## config.mk

```make
export PLATFORM = sky130hd
export DESIGN_NAME = credit_link_fc
export DESIGN_NICKNAME = d
export VERILOG_FILES = /design/src/rtl/credit_link_fc.sv
export SDC_FILE = /design/constraint.sdc
export NUM_CORES = 1
export LEC_CHECK = 0
export BUFFER_PORTS_ARGS = -buffer_cell sky130_fd_sc_hd__buf_2
export CAP_MARGIN = 10
export CORE_ASPECT_RATIO = 0.5
export CORE_UTILIZATION = 35
export CTS_CLUSTER_SIZE = 12
export DETAILED_ROUTE_END_ITERATION = 8
export PLACE_DENSITY = 0.61
export SLEW_MARGIN = 20
export SYNTH_ARGS = -nofsm -noshare
export SYNTH_HDL_FRONTEND = slang
export SYNTH_SLANG_ARGS = --single-unit
```

## constraint.sdc

```tcl
create_clock -name clk -period 6.65 [get_ports clk]
set_input_delay 1.33 -clock clk [delete_from_list [all_inputs] [get_ports clk]]
set_output_delay 1.33 -clock clk [all_outputs]
set_load 0.05 [all_outputs]
```

## src/rtl/credit_link_fc.sv

```systemverilog
module credit_link_fc #(
  parameter int BUF_WORDS = 1024,
  parameter int MAX_LEN = 512,
  parameter int EVT_W = 8,
  parameter int IDLE_W = 16,
  parameter logic [6:0] FLOW_ID = 7'd5,
  localparam int IDX_W = $clog2(BUF_WORDS),
  localparam int CNT_W = IDX_W + 2,
  localparam int LEN_W = $clog2(MAX_LEN) + 1,
  localparam int CRD_W = CNT_W + 8
) (
  input  logic              clk,
  input  logic              rst_n,
  input  logic              pkt_req,
  input  logic [LEN_W-1:0]  pkt_len,
  output logic              pkt_gnt,
  output logic              bp,
  output logic              bp_evt,
  output logic [EVT_W-1:0]  bp_cnt,
  input  logic              crd_in_vld,
  input  logic [CRD_W-1:0]  crd_in,
  output logic [EVT_W-1:0]  drop_cnt,
  input  logic              rx_word,
  input  logic [CNT_W-1:0]  cfg_thresh,
  input  logic [IDLE_W-1:0] cfg_idle,
  output logic              crd_out_vld,
  output logic [CRD_W-1:0]  crd_out
);

  logic [CNT_W-1:0]  sent_cnt, last_crd, inflight, room;
  logic [CNT_W-1:0]  rx_cnt, rx_rep, pend;
  logic [IDLE_W-1:0] idle_cnt;
  logic              fit, bp_q, par_bad, flow_ok, emit;

  assign inflight = sent_cnt - last_crd;
  assign room     = CNT_W'(BUF_WORDS) - inflight;
  assign fit      = room >= CNT_W'(pkt_len);
  assign pkt_gnt  = pkt_req & fit;
  assign bp       = pkt_req & ~fit;
  assign bp_evt   = bp & ~bp_q;

  assign par_bad  = ^crd_in;
  assign flow_ok  = crd_in[CNT_W+6:CNT_W] == FLOW_ID;

  always_ff @(posedge clk) begin
    if (!rst_n) begin
      sent_cnt <= '0;
      last_crd <= '0;
      bp_q     <= 1'b0;
      bp_cnt   <= '0;
      drop_cnt <= '0;
    end else begin
      bp_q <= bp;
      if (pkt_gnt) sent_cnt <= sent_cnt + CNT_W'(pkt_len);
      if (bp_evt && bp_cnt != '1) bp_cnt <= bp_cnt + 1'b1;
      if (crd_in_vld) begin
        if (par_bad) begin
          if (drop_cnt != '1) drop_cnt <= drop_cnt + 1'b1;
        end else if (flow_ok) begin
          last_crd <= crd_in[CNT_W-1:0];
        end
      end
    end
  end

  assign pend = rx_cnt - rx_rep;
  assign emit = (pend != '0) && (pend >= cfg_thresh || idle_cnt >= cfg_idle);

  always_ff @(posedge clk) begin
    if (!rst_n) begin
      rx_cnt      <= '0;
      rx_rep      <= '0;
      idle_cnt    <= '0;
      crd_out_vld <= 1'b0;
      crd_out     <= '0;
    end else begin
      if (rx_word) rx_cnt <= rx_cnt + 1'b1;
      crd_out_vld <= emit;
      if (emit) begin
        rx_rep   <= rx_cnt;
        idle_cnt <= '0;
        crd_out  <= {^{FLOW_ID, rx_cnt}, FLOW_ID, rx_cnt};
      end else if (idle_cnt != '1) begin
        idle_cnt <= idle_cnt + 1'b1;
      end
    end
  end

  // given sane credits, in-flight words never exceed the remote buffer
  a_r2_no_overrun: assert property (@(posedge clk) disable iff (!rst_n)
    (sent_cnt - last_crd) <= CNT_W'(BUF_WORDS));

  a_r5_bad_crd_hold: assert property (@(posedge clk) disable iff (!rst_n)
    (crd_in_vld && par_bad) |=> $stable(last_crd));

  a_r5_drop_mono: assert property (@(posedge clk) disable iff (!rst_n)
    drop_cnt >= $past(drop_cnt));

  a_r6_out_parity: assert property (@(posedge clk) disable iff (!rst_n)
    crd_out_vld |-> (^crd_out == 1'b0));

  a_r7_evt_single: assert property (@(posedge clk) disable iff (!rst_n)
    (bp_evt && pkt_req) |=> (pkt_req && !fit) |-> !bp_evt);

  a_r7_gnt_bp_excl: assert property (@(posedge clk) disable iff (!rst_n)
    !(pkt_gnt && bp));

endmodule

```

==> results.toml, run 1 <==
[routing]
drtIter0Drc = 150
ant_nets = 0
avgRoutedWirePerCell_um = 12.7
vias = 5069
first_pass_iters = 4
vias_per_cell = 4.82
drc = 0
routed_wl_um = 13300

[global_route]
grt_pass1_wl_um = 22300
grt_start_max_net_pins = 36
track_usage_pct = 15.2
antenna_found_initial = 0
grt_pass1_vias = 4797
overflow = 0

[worst_setup_path]
reg2reg_depth = 16
cp-end-kind = "output port"
crit_fanout = 16
cp_data_arrival_time_ns = 4.43
cp-startpoint = "sent_cnt[1]"
r2r_start = "sent_cnt[1]"
startpoint_type = "flop"
reg2reg_to = "bp_cnt[3]"
reg2reg_slack_ns = 2.16
worstSetupPathType = "flop to output port"
cp_data_required_time_ns = 5.32

[worst_hold_path]
whs_endpoint = "crd_out[19]"
min_delay_path_depth = 2
hp-class = "flop to flop"
min_from = "crd_out[19]"

[finish]
drive_gt1_share_pct = 15.3
layout_common_cells = "buf_2 (97), ha_1 (91), dfxtp_1 (84), inv_1 (81), nor2_1 (63)"
fillers = 1712
diodes = 0
fin_util_pct = 42.6
fin_cells = 1052
final_common_cell = "buf_2"
regArea_mm2 = 0.00168
multi_input_area_mm2 = 0.00409
nets = 977
area.growth.synth_to_final_pct = 15.8

[run]
drv_cap = 0

[timing]
finalSetupViolCount = 0
finalSetupTns_ns = 0
rsz0062_at_grt = "no"
hold_viol = 0
fmax_mhz = 174
fin_crit_ns = 5.76
report.final.slew_viol_count = 0
fin_crit_sh_pct = 86.5
final.setup.worst_slack_ns = 0.895
clock_skew_ns = 0.00770
maxSlewHeadroom_pct = 43.9
tightest_slew_ns = 0.841

[clocking]
cts.repair.resized = 0
clock_latency_ns = 0.34
path_clk_slew_ns = 0.07
cts_buffers = 9
cts_root_buf = "clkbuf_16"
htree_levels = 3
cts_tree = "built"
clockBufferDepth = 2
holdBufCountCts = 0
post-cts-setup-buffers = 0
cts_sinks = 84

[die]
num_rows = 33
die_h_um = 96.1
core_mm2 = 0.0168
die_w_um = 190
io_pins = 103
die_area_mm2 = 0.0183
start_util_pct = 36.8

[synthesis]
synth-seq-cells = 84
syn-cell-area_mm2 = 0.00620
async_flop_share_pct = 0
ys_seq_area_share_pct = 27.1
synth_top_flop_cell = "dfxtp_1"
ys_types = 56
avgSynthCellArea_um2 = 8.48
yosys_warnings = 0
synthCells = 731
synth_edf_count = 0

[placement]
hpwl_um = 10600
dp_cells = 1036
preCtsSetupSlack_ns = 1.24
globalplace.congestion = 0.822
port_buffers = 97

[power_and_ir_drop]
p_per_area_mw_per_mm2 = 266
p_leak_nw = 3.39
vdd_ir_drop_max_v = 0.000144
power.total_mw = 1.91

[status]
outcome = "finished clean"
==> Yosys cell counts, drive strengths merged, types with 2 or more instances <==
master    n  area share [%]
or2       3            0.30
fa        3            0.97
a21oi    35             2.8
and3     14             1.4
nor3     21             1.8
a31o      2            0.28
o31ai     7            0.85
xor2     27             3.8
clkbuf   12            0.73
xnor2    48             6.8
o21ai    19             1.5
a21o     15             1.8
ha       91              18
inv      82             5.0
and4      2            0.28
buf      13             1.4
a211oi    4            0.48
nor4      2            0.30
nand4    11             1.1
nand4b    2            0.28
dfxtp    84              27
nand3    18             1.5
nand2b    3            0.30
a2111oi   2            0.28
nor2     64             3.9
o2111ai   3            0.42
or4       8            0.97
and4b     2            0.32
o211ai    4            0.48
and2      4            0.40
o21a      6            0.73
nand2    52             3.2
mux2i    38             6.1
or3       4            0.40
a221oi    4            0.57
nor2b     8            0.81
==> cell type report <==
| type | instances | area share [%] |
|---|---|---|
| flip-flops and latches | 84 | 23.4 |
| multi-input cells | 544 | 57.0 |
| repair buffers | 99 | 6.97 |
| clock buffers | 9 | 3.14 |
| inverters | 82 | 4.29 |
| clock inverters | 7 | 1.17 |
| well taps | 227 | 3.96 |
==> kinds of logic after synthesis <==
family / Yosys count / synth area share (%)
and+or+nand+nor: 220 / 17.5
AOI/OAI and AO/OA: 110 / 11.6
buffers and inverters: 107 / 7.05
adders and majority gates: 94 / 19.3
DFF: 84 / 27.1
xor gates and xnor gates: 76 / 11.0
muxes: 39 / 6.32
other: 1 / 0.0605
==> power breakdown <==
part	internal, mW	leakage, nW	total [mW]	switching (mW)
sequential	0.537	0.680	0.568	0.0305
clock	0.298	0.149	0.525	0.227
combinational	0.342	2.56	0.813	0.472
==> critical path, cell delays in order, from the launching register on <==
cell and delay, ns:
dfxtp_1 0.34, inv_1 0.08, ha_1 0.30, ha_1 0.24, fa_1 0.40, a21o_1 0.22, a221oi_1 0.38, a21oi_1 0.20
xor2_1 0.19, ha_1 0.31, nand4_1 0.09, nor3_1 0.05, o31ai_1 0.05, and4_1 0.27, nand4_1 0.47, inv_1 0.20
buf_2 0.29
==> how the worst max path moves through the flow <==
stage | slack [ns] | depth (start not counted) | to
after floorplan | 1.62 | 16 | pkt_gnt
after global placement | 1.37 | 16 | bp_evt
after detailed placement | 1.24 | 16 | bp_evt
after CTS | 0.85 | 16 | bp_evt
after global routing | 0.52 | 16 | bp_evt
final | 0.89 | 16 | bp_evt
==> state kept, by name, summed over array words and instances, names as in the netlist <==
name,count
idle_cnt,16
last_crd,12
rx_cnt,12
sent_cnt,12
rx_rep,11
bp_cnt,8
drop_cnt,8
crd_out,3
bp_q,1
crd_out_vld,1
==> stage by stage <==
stage	hold slack [ns]	cell area, um^2
after global placement	0.447	6870
after CTS	0.460	7180
final	0.454	7180
after floorplan	0.452	6210
after global routing	0.482	7180
after detailed placement	0.451	6870
==> routing by layer <==
metal	GRT usage (%)	part of all wire (%)	up-vias
met5	0	0	-
li1	-	-	2690
met3	3.61	3.5	17
met1	19.1	50	2299
met2	26.1	45	63
met4	4.47	1.5	0
No activity file was read; power rests on OpenSTA's default activity.
==> run 2: changes to the inputs <==
--- a/config.mk
+++ b/config.mk
@@ -11,7 +11,7 @@
 export CORE_UTILIZATION = 35
 export CTS_CLUSTER_SIZE = 12
 export DETAILED_ROUTE_END_ITERATION = 8
-export PLACE_DENSITY = 0.61
+export PLACE_DENSITY = 0.63
 export SLEW_MARGIN = 20
 export SYNTH_ARGS = -nofsm -noshare
 export SYNTH_HDL_FRONTEND = slang
==> constraint.sdc (replaced) <==
create_clock -name clk -period 4.9 [get_ports clk]
set_input_delay 0.98 -clock clk [delete_from_list [all_inputs] [get_ports clk]]
set_output_delay 0.98 -clock clk [all_outputs]
set_load 0.05 [all_outputs]
==> results.toml, run 2 (synthesis results as in run 1) <==
[routing]
drc = 0
vias_per_cell = 4.79
avgRoutedWirePerCell_um = 12.6
drtIter0Drc = 245
first_pass_iters = 4
ant_nets = 0
vias = 5055
routed_wl_um = 13300

[worst_setup_path]
crit_path_top_delay_cell = "fa_2"
startpoint_type = "flop"
cp_cell_sequence = "inv_1, ha_1, ha_1, fa_2, a21o_1, a221oi_4, a21oi_2, xor2_1, ha_1, nand4_1, nor3_2, o31ai_1, and4_1, a21bo_2, inv_1, buf_6"
critPathMostFrequentCell = "ha_1"
cp_data_arrival_time_ns = 3.73
crit_fanout = 3
cp-end-kind = "output port"
cp_data_required_time_ns = 3.92
worstSetupPathType = "flop to output port"
max_stage_delay_ns = 0.35

[timing]
fin_crit_sh_pct = 96.0
tightest_slew_ns = 0.851
maxSlewHeadroom_pct = 43.3
clock_skew_ns = 0.00954
finalSetupTns_ns = 0
report.final.slew_viol_count = 0
finalSetupViolCount = 0
final.setup.worst_slack_ns = 0.195
fmax_mhz = 213
fin_hold_ws_ns = 0.459
hold_viol = 0
fin_crit_ns = 4.71

[die]
start_util_pct = 36.8
die_w_um = 190
core_mm2 = 0.0168
die_h_um = 96.1
num_rows = 33
die_area_mm2 = 0.0183
io_pins = 103

[finish]
fin_util_pct = 43.0
final_common_cell = "buf_2"
largest_reg_flops = 16
nets = 980
drive_gt1_share_pct = 16.1
layout_common_cells = "buf_2 (95), ha_1 (91), dfxtp_1 (84), inv_1 (81), nor2_1 (63)"
area.growth.synth_to_final_pct = 16.8
finalInstanceArea_mm2 = 0.00724
largest_register = "idle_cnt"
fin_cells = 1056

[power_and_ir_drop]
power.total_mw = 2.66
p_per_area_mw_per_mm2 = 368
p_leak_nw = 3.41
vdd_ir_drop_max_v = 0.000182

[clocking]
path_clk_slew_ns = 0.07
clockBufferDepth = 2
cts_buffers = 9
cts_sinks = 84
clock_latency_ns = 0.35
htree_levels = 3
holdBufCountCts = 0
cts_tree = "built"
cts_root_buf = "clkbuf_16"

[worst_hold_path]
hp-class = "flop to flop"

[global_route]
antenna_found_initial = 0
grt_start_max_net_pins = 39
grt_use_met3_pct = 3.28
use_met2_pct = 26.6
grt_util_met1_pct = 19.3
gr-max-usage-layer = "met2"
grt_pass1_vias = 4777
track_usage_pct = 15.3
overflow = 0
grt_pass1_wl_um = 22200

[run]
drv_cap = 0

[placement]
globalplace.congestion = 0.778
dp_cells = 1038
port_buffers = 97
preCtsSetupSlack_ns = 0.144
placed_cell_area_mm2 = 0.00688
hpwl_um = 10700

[status]
outcome = "finished clean"
run 2: routing by layer:
layer	routed length (um)	vias to the layer above
met5	0	-
met4	132	0
met3	394	16
met2	6220	45
met1	6580	2295
li1	-	2699
run 2: worst max-delay path, delay by kind of cell (launching register included):
kind	cells	cell delay [ns]
adders and majority gates	4	1.18
AOI/OAI and AO/OA	5	0.91
xor gates and xnor gates	1	0.15
and+or+nand+nor	3	0.45
buffers and inverters	3	0.33
DFF	1	0.34
run 2: layout make-up:
cell class                 count  area (um^2)
multi-input combinational    544         4120
antenna                        1         2.50
clock buffer                   9          225
fill                        1702         9610
clock inverter                 7         83.8
sequential                    84         1680
tap                          227          284
inverter                      82          308
timing repair buffer         102          532
run 2: path summary, 6_finish.rpt:
kind,start,end,slack (ns),cells past startpoint
worst max-delay path,sent_cnt[1],pkt_gnt,0.19,16
worst min-delay path,crd_out[19],crd_out[19],0.46,2
worst max register to register,rx_rep[1],crd_out[14],0.84,15
worst min register to register,crd_out[19],crd_out[19],0.46,2
run 2: repair_timing:
item | in CTS | in global routing
resized for setup | 4 | 4
setup endpoints to repair | 3 | 3
buffers inserted | 1 | 0
pin swaps | 3 | 1
run 2: report_power, final:
group	total, mW	switching (mW)	internal (mW)
clock	0.717	0.312	0.404
sequential	0.769	0.0397	0.729
combinational	1.18	0.668	0.509
==> run 3: changes to the inputs <==
--- a/config.mk
+++ b/config.mk
@@ -6,9 +6,10 @@
 export NUM_CORES = 1
 export LEC_CHECK = 0
 export BUFFER_PORTS_ARGS = -buffer_cell sky130_fd_sc_hd__buf_2
-export CAP_MARGIN = 10
+export CAP_MARGIN = 20
 export CORE_ASPECT_RATIO = 0.5
 export CORE_UTILIZATION = 35
+export CTS_BUF_LIST = sky130_fd_sc_hd__clkbuf_2 sky130_fd_sc_hd__clkbuf_4 sky130_fd_sc_hd__clkbuf_8
 export CTS_CLUSTER_SIZE = 12
 export DETAILED_ROUTE_END_ITERATION = 8
 export PLACE_DENSITY = 0.63
==> results.toml, run 3 (synthesis results as in run 1) <==
[timing]
finalSetupViolCount = 0
hold_viol = 0
fmax_mhz = 213
fin_crit_ns = 4.70
finalSetupTns_ns = 0
fin_hold_ws_ns = 0.463
fin_crit_sh_pct = 95.9
report.final.slew_viol_count = 0
maxSlewHeadroom_pct = 43.1
rsz0062_at_grt = "no"
clock_skew_ns = 0.0154
tightest_slew_ns = 0.853
final.setup.worst_slack_ns = 0.202

[worst_setup_path]
r2r_start = "rx_rep[1]"
cpLargestDelayFamily = "adder cells"
reg2reg_slack_ns = 0.83
cp-startpoint = "sent_cnt[1]"
cp_data_required_time_ns = 3.92
critical_path_depth = 16
critPathMostFrequentCell = "ha_1"
startpoint_type = "flop"
cp_cell_sequence = "inv_1, ha_1, ha_1, fa_2, a21o_1, a221oi_4, a21oi_2, xor2_1, ha_1, nand4_1, nor3_2, o31ai_1, and4_2, a21bo_2, inv_1, buf_6"
reg2reg_depth = 15
cp-end-kind = "output port"
path_buf_inv = 3
max_stage_delay_ns = 0.35
endpoint = "pkt_gnt"
cp_data_arrival_time_ns = 3.72
crit_fanout = 3
reg2reg_to = "crd_out[14]"
crit_path_top_delay_cell = "fa_2"
worstSetupPathType = "flop to output port"

[clocking]
clockBufferDepth = 2
holdBufCountCts = 0
cts_sinks = 84
clock_latency_ns = 0.37
htree_levels = 3
cts_buffers = 9
cts_root_buf = "clkbuf_8"
path_clk_slew_ns = 0.09
cts_tree = "built"

[die]
num_rows = 33
die_h_um = 96.1
core_mm2 = 0.0168
die_area_mm2 = 0.0183
io_pins = 103
start_util_pct = 36.8
die_w_um = 190

[global_route]
overflow = 0
grt_start_max_net_pins = 39
antenna_found_initial = 0
track_usage_pct = 15.2
grt_pass1_wl_um = 22200
grt_pass1_vias = 4788

[power_and_ir_drop]
power.total_mw = 2.50
p_seq_share_pct = 30.8
power.internal_mw = 1.49
p_switching_mw = 1.00
vdd_ir_drop_max_v = 0.000142
p_per_area_mw_per_mm2 = 349
pwr-share-clk_pct = 21.3
p_sw_share_pct = 40.1
p_leak_nw = 3.37
combPwrFrac_pct = 47.9

[routing]
drtIter0Drc = 206
first_pass_iters = 4
vias = 5068
routed_wl_um = 13400
ant_nets = 0
vias_per_cell = 4.79
avgRoutedWirePerCell_um = 12.7
drc = 0

[finish]
largest_reg_flops = 16
nets = 981
drive_gt1_share_pct = 16.5
layout_common_cells = "buf_2 (95), ha_1 (91), dfxtp_1 (83), inv_1 (81), nor2_1 (63)"
largest_register = "idle_cnt"
fin_cells = 1057
area.growth.synth_to_final_pct = 15.4
fin_util_pct = 42.4
final_common_cell = "buf_2"
finalInstanceArea_mm2 = 0.00715

[worst_hold_path]
min_delay_path_depth = 2
hp-class = "flop to flop"

[placement]
globalplace.congestion = 0.778
hpwl_um = 10700
port_buffers = 97
preCtsSetupSlack_ns = 0.144
dp_cells = 1038
placed_cell_area_mm2 = 0.00688

[run]
drv_cap = 0

[status]
outcome = "finished clean"
==> run 3: cell count changes in the layout (fill, tap and decap cells not counted), sizes merged <==
cell / before / now
buf: 101 / 102
==> run 3: metal layers <==
metal | vias to the layer above | GRT usage, % | part of all wire, %
met5 | - | 0 | 0
met4 | 0 | 3.87 | 0.93
met3 | 9 | 3.50 | 3.1
met2 | 63 | 26.3 | 47
met1 | 2298 | 19.2 | 49
li1 | 2698 | - | -
==> run 3: cell type report <==
| type | count | area, um^2 |
|---|---|---|
| Fill cell | 1717 | 9700 |
| Multi-Input combinational cell | 544 | 4130 |
| Sequential cell | 84 | 1680 |
| Timing Repair Buffer | 103 | 539 |
| Inverter | 82 | 308 |
| Tap cell | 227 | 284 |
| Clock buffer | 9 | 124 |
| Clock inverter | 7 | 83.8 |
| Antenna cell | 1 | 2.50 |
==> run 3: worst min-delay path by stage <==
stage | start | end
2_1_floorplan | sent_cnt[10] | sent_cnt[10]
3_3_place_gp | crd_out[19] | crd_out[19]
3_5_place_dp | crd_out[19] | crd_out[19]
4_1_cts | crd_out[19] | crd_out[19]
5_1_grt | rx_rep[9] | rx_rep[9]
6_report | crd_out[19] | crd_out[19]
==> run 3: repair_timing <==
item | in CTS | in global routing
setup buffers | 1 | 1
gates resized for setup | 4 | 7
endpoints found under the setup margin | 3 | 3
pin swaps | 3 | 3
gates cloned | 0 | 0
==> run 3: worst min-delay path, cell delays in order (launching register included) <==
cell     delay (ns)
dfxtp_1        0.32
nand2_1        0.05
mux2i_1        0.06
==> run 3: power by group through the flow <==
stage / clock (mW) / combinational, mW / sequential, mW
after floorplan: 0 / 0.862 / 0.812
after global placement: 0 / 1.12 / 0.782
after detailed placement: 0 / 1.14 / 0.783
after CTS: 0.547 / 1.17 / 0.768
after global routing: 0.577 / 1.34 / 0.777
final: 0.531 / 1.19 / 0.769
